## src/rtl/flash_status_pkg.sv

```systemverilog
package flash_status_pkg;
  typedef struct packed {
    logic active;
    logic isErase;
    logic flipToggle;
    logic captureLoad;
  } statusStrobes_t;
endpackage

```

## src/rtl/flash_status_ctrl.sv

```systemverilog
module flash_status_ctrl
  import flash_status_pkg::*;
(
  input  logic           clk,
  input  logic           rstN,
  input  logic           busy,
  input  logic           opIsErase,
  input  logic           loadValid,
  input  logic           readStrobe,
  output statusStrobes_t strobes
);
  logic busyQ;
  logic eraseQ;
  logic busyRise;

  assign busyRise = busy && !busyQ;

  always_ff @(posedge clk) begin
    if (!rstN) begin
      busyQ  <= 1'b0;
      eraseQ <= 1'b0;
    end else begin
      busyQ <= busy;
      if (busyRise) eraseQ <= opIsErase;
    end
  end

  always_comb begin
    strobes.active      = busy;
    strobes.isErase     = busyRise ? opIsErase : eraseQ;
    strobes.flipToggle  = busy && readStrobe;
    strobes.captureLoad = loadValid && !busy;
  end

  // operation kind held for the whole busy period
  p_kind_held_r10: assert property (@(posedge clk) disable iff (!rstN)
    (busy && busyQ) |=> (!busy || $stable(eraseQ)));
endmodule

```

## src/rtl/flash_status_datapath.sv

```systemverilog
module flash_status_datapath
  import flash_status_pkg::*;
#(
  parameter int DATA_W     = 16,
  parameter int POLL_BIT   = 7,
  parameter int TOGGLE_BIT = 6
) (
  input  logic              clk,
  input  logic              rstN,
  input  statusStrobes_t    strobes,
  input  logic [DATA_W-1:0] loadData,
  input  logic [DATA_W-1:0] arrayData,
  output logic [DATA_W-1:0] dataOut
);
  logic [DATA_W-1:0] loadQ;
  logic              toggleQ;
  logic [DATA_W-1:0] composed;

  always_ff @(posedge clk) begin
    if (!rstN) begin
      loadQ   <= '1;
      toggleQ <= 1'b0;
    end else begin
      if (strobes.captureLoad) loadQ <= loadData;
      if (strobes.flipToggle)  toggleQ <= !toggleQ;
    end
  end

  for (genvar i = 0; i < DATA_W; i++) begin : g_bit
    if (i == POLL_BIT) begin : g_poll
      assign composed[i] = strobes.isErase ? 1'b0 : !loadQ[i];
    end else if (i == TOGGLE_BIT) begin : g_tog
      assign composed[i] = toggleQ;
    end else begin : g_pass
      assign composed[i] = arrayData[i];
    end
  end

  assign dataOut = strobes.active ? composed : arrayData;

  // program data frozen while busy
  p_load_frozen_r8: assert property (@(posedge clk) disable iff (!rstN)
    strobes.active |=> $stable(loadQ));
  // flip bit holds without a read
  p_toggle_hold_r4: assert property (@(posedge clk) disable iff (!rstN)
    !strobes.flipToggle |=> $stable(toggleQ));
endmodule

```

## src/rtl/flash_status_read.sv

```systemverilog
module flash_status_read
  import flash_status_pkg::*;
#(
  parameter int DATA_W     = 16,
  parameter int POLL_BIT   = 7,
  parameter int TOGGLE_BIT = 6
) (
  input  logic              clk,
  input  logic              rstN,
  input  logic              busy,
  input  logic              opIsErase,
  input  logic              loadValid,
  input  logic [DATA_W-1:0] loadData,
  input  logic              readStrobe,
  input  logic [DATA_W-1:0] arrayData,
  output logic [DATA_W-1:0] dataOut
);
  statusStrobes_t strobes;

  flash_status_ctrl u_ctrl (
    .clk(clk), .rstN(rstN), .busy(busy), .opIsErase(opIsErase),
    .loadValid(loadValid), .readStrobe(readStrobe), .strobes(strobes)
  );

  flash_status_datapath #(.DATA_W(DATA_W), .POLL_BIT(POLL_BIT), .TOGGLE_BIT(TOGGLE_BIT)) u_dp (
    .clk(clk), .rstN(rstN), .strobes(strobes), .loadData(loadData),
    .arrayData(arrayData), .dataOut(dataOut)
  );

  // idle passes array data through
  p_idle_pass_r5: assert property (@(posedge clk) disable iff (!rstN)
    !busy |-> dataOut == arrayData);
  // each read while busy inverts the flip bit seen next cycle
  p_toggle_flip_r3: assert property (@(posedge clk) disable iff (!rstN)
    (busy && readStrobe) |=> (!busy || dataOut[TOGGLE_BIT] != $past(dataOut[TOGGLE_BIT])));
  // erase started this cycle reports zero at once
  p_erase_start_r2: assert property (@(posedge clk) disable iff (!rstN)
    (busy && !$past(busy) && opIsErase) |-> !dataOut[POLL_BIT]);
endmodule

```

## config.mk

```make
export PLATFORM = sky130hd
export DESIGN_NAME = flash_status_read
export DESIGN_NICKNAME = d
export VERILOG_FILES = /design/src/rtl/flash_status_pkg.sv /design/src/rtl/flash_status_ctrl.sv /design/src/rtl/flash_status_datapath.sv /design/src/rtl/flash_status_read.sv
export SDC_FILE = /design/constraint.sdc
export NUM_CORES = 1
export LEC_CHECK = 0
export ABC_AREA = 0
export BUFFER_PORTS_ARGS = -buffer_cell sky130_fd_sc_hd__buf_4
export CELL_PAD_IN_SITES_DETAIL_PLACEMENT = 0
export CELL_PAD_IN_SITES_GLOBAL_PLACEMENT = 1
export CORE_ASPECT_RATIO = 0.6
export CORE_MARGIN = 4
export CORE_UTILIZATION = 12
export CTS_CLUSTER_DIAMETER = 200
export CTS_CLUSTER_SIZE = 12
export DETAILED_ROUTE_END_ITERATION = 10
export GPL_ROUTABILITY_DRIVEN = 0
export PLACE_DENSITY_LB_ADDON = 0.1
export SYNTH_ARGS = -nofsm -noshare
export SYNTH_HDL_FRONTEND = slang
export SYNTH_SLANG_ARGS = --single-unit
```

## constraint.sdc

```tcl
create_clock -name clk -period 0.8 [get_ports clk]
set_clock_uncertainty 0.05 [all_clocks]
set_input_delay 0.04 -clock clk [delete_from_list [all_inputs] [get_ports clk]]
set_output_delay 0.04 -clock clk [all_outputs]
set_load 0.01 [all_outputs]
```

==> reports/qor.yml <==
status: "finished, violations left"
violations: "negative hold slack, negative setup slack"
cts-root-buf: "clkbuf_8"
coreArea_sq_um: 2230
wl_per_cell_um: 9.95
cp_data_required_time_ns: 0.71
drcViolationCount: 0
synth_fp_nets: 70
critPathLaunchType: "flop"
antenna_found_initial: 0
firstDrtPassIters: 2
synth.distinct_cells: 10
yosys_warnings: 0
overflow: 0
crit_type: "reg -> out"
fillerInstances: 254
portBuffers: 10
routed-via-count: 199
slowest_delay_ns: 0.32
fin_crit_ns: 1.16
cts_inserted_buffers: 3
path_delay_family: "flip-flops"
pre_cts_slack_ns: -0.153
ys_seq_area_share_pct: 27.7
synth_seq_cells: 4
clock_sinks: 4
drive_gt1_share_pct: 63.6
cp_slowest_cell: "dfxtp_2"
hpwl_um: 472
drv_slew: 0
postSynthCellCount: 32
crit_chain: "nor2b_2, a211oi_1, mux2_4, buf_6"
finalHoldViolCount: 1
clockBufferDepth: 2
num_io_pins: 54
rsz0062_at_grt: "yes"
cts_tree: "done"
start_util_pct: 13.0
cp_max_fo: 3
drt_iter0_drc: 4
drt_wl_total_um: 627
layout_common_cells: "8 x buf_4, 3 x clkbuf_8, 3 x buf_6"
dieArea_sq_um: 3280
finalInstanceArea_sq_um: 394
arrival_ns: 1.07
grt_pass1_vias: 227
cap_viol_max_count: 0
rows: 13
power.leakage_nw: 0.175
floorplan.die.height_um: 46.0
area_growth_pct: 36.4
grt_start_max_net_pins: 7
grt_usage_pct: 4.41
hold_class: "in -> reg"
final-setup-viol-count: 4
max_freq_ghz: 0.865
worst_ir_drop_vdd_v: 0.000525
power.density_nw_per_um2: 1970
cp-end-kind: "output pin"
dpl_cell_area_sq_um: 309
max_slew.worst_pin.slew_ns: 0.189
die_w_um: 71.4
fin_crit_sh_pct: 144
clkTransAtPathRegs_ns: 0.03
grt_pass1_wl_um: 972
viasPerCell: 3.16
fin_hold_ws_ns: -0.00905
nNetsFinal: 73
htreeDepth: 1
detail-route-antenna-nets: 0
n_antenna_cell: 0
synthesis.area_sq_um: 289
avgSynthCellArea_sq_um: 9.03
ff2ff_setup_slack_ns: -0.04
worst_slack_ns: -0.356
clock_latency_ns: 0.22
final_common_cell: "buf_4"
critical_path_buf_inv_count: 1
relSlewSlack_pct: 87.3
timing repair:
item,in CTS,in global routing
resized for setup,5,3
pin swaps,2,1
hold buffers,1,0
endpoints found under the setup margin,3,4
setup buffers,1,1
endpoints found under the hold margin,1,0
metrics by stage:
step / instances / utilization, % / total power, mW / TNS (ns) / hold slack, ns
floorplan: 32 / - / 0.343 / 0 / 0.0519
global placement: 58 / 13.9 / 0.326 / -0.180 / 0.0301
detailed placement: 58 / 13.9 / 0.327 / -0.177 / 0.0301
CTS: 63 / 17.2 / 0.788 / -0.621 / -0.0119
global route: 63 / 17.7 / 0.823 / -0.786 / 0.00450
finish: 63 / 17.7 / 0.778 / -0.636 / -0.00905
worst register-to-register path: stages, from the launching register on:
cell and delay [ns]:
dfxtp_2 0.33, nand2b_4 0.12, mux2i_1 0.17, nor2b_1 0.06
synth_stat cells:
library cell / number / area [sq um]
buf_4: 14 / 105
dfxtp_1: 4 / 80.1
nor2b_1: 3 / 18.8
and2_1: 2 / 12.5
mux2_2: 2 / 22.5
mux2i_1: 2 / 20.0
nand2_1: 2 / 7.51
a211oi_1: 1 / 7.51
nand2b_1: 1 / 6.26
xnor2_1: 1 / 8.76
layout make-up:
cell class	instances	area, sq um	area share (%)
Timing Repair Buffer	12	104	26.3
Sequential cell	4	82.6	21.0
Clock buffer	3	41.3	10.5
Multi-Input combinational cell	14	129	32.7
Tap cell	30	37.5	9.52
per-layer routing:
metal | wire (um) | track usage [%] | share of wire [%] | vias to the layer above
met5 | 0 | 0 | 0 | -
met4 | 82 | 8.61 | 13 | 0
met3 | 76 | 3.30 | 12 | 22
met2 | 251 | 5.11 | 40 | 10
met1 | 216 | 3.47 | 34 | 76
li1 | - | - | - | 91
path summary, 6_finish.rpt:
kind,end,depth (start not counted),startpoint
setup / recovery,dataOut[7],4,u_ctrl.busyQ
hold reg to reg,u_dp.loadQ[7],2,u_dp.loadQ[7]
hold / removal,u_dp.loadQ[7],3,loadData[7]
setup reg to reg,u_ctrl.eraseQ,3,u_ctrl.busyQ
power breakdown:
group | total [mW] | switching, mW | leakage [nW] | internal [mW]
Clock | 0.424 | 0.103 | 0.0216 | 0.321
Combinational | 0.130 | 0.0400 | 0.120 | 0.0904
Sequential | 0.224 | 0.00850 | 0.0337 | 0.215
sequential cells by signal, summed over array words and instances, names as in the netlist:
register	count
u_dp.toggleQ	1
u_dp.loadQ	1
u_ctrl.eraseQ	1
u_ctrl.busyQ	1
cell families (layout without fill, tap and decap cells):
group           after synthesis  count (layout)  synth area share [%]
mux                           4               4                  14.7
simple gates                  8               8                  15.6
buf+inv                      14              15                  36.4
compound gates                1               1                  2.60
xor+xnor                      1               1                  3.03
flops                         4               4                  27.7
Power figures use the tool's default switching activity.
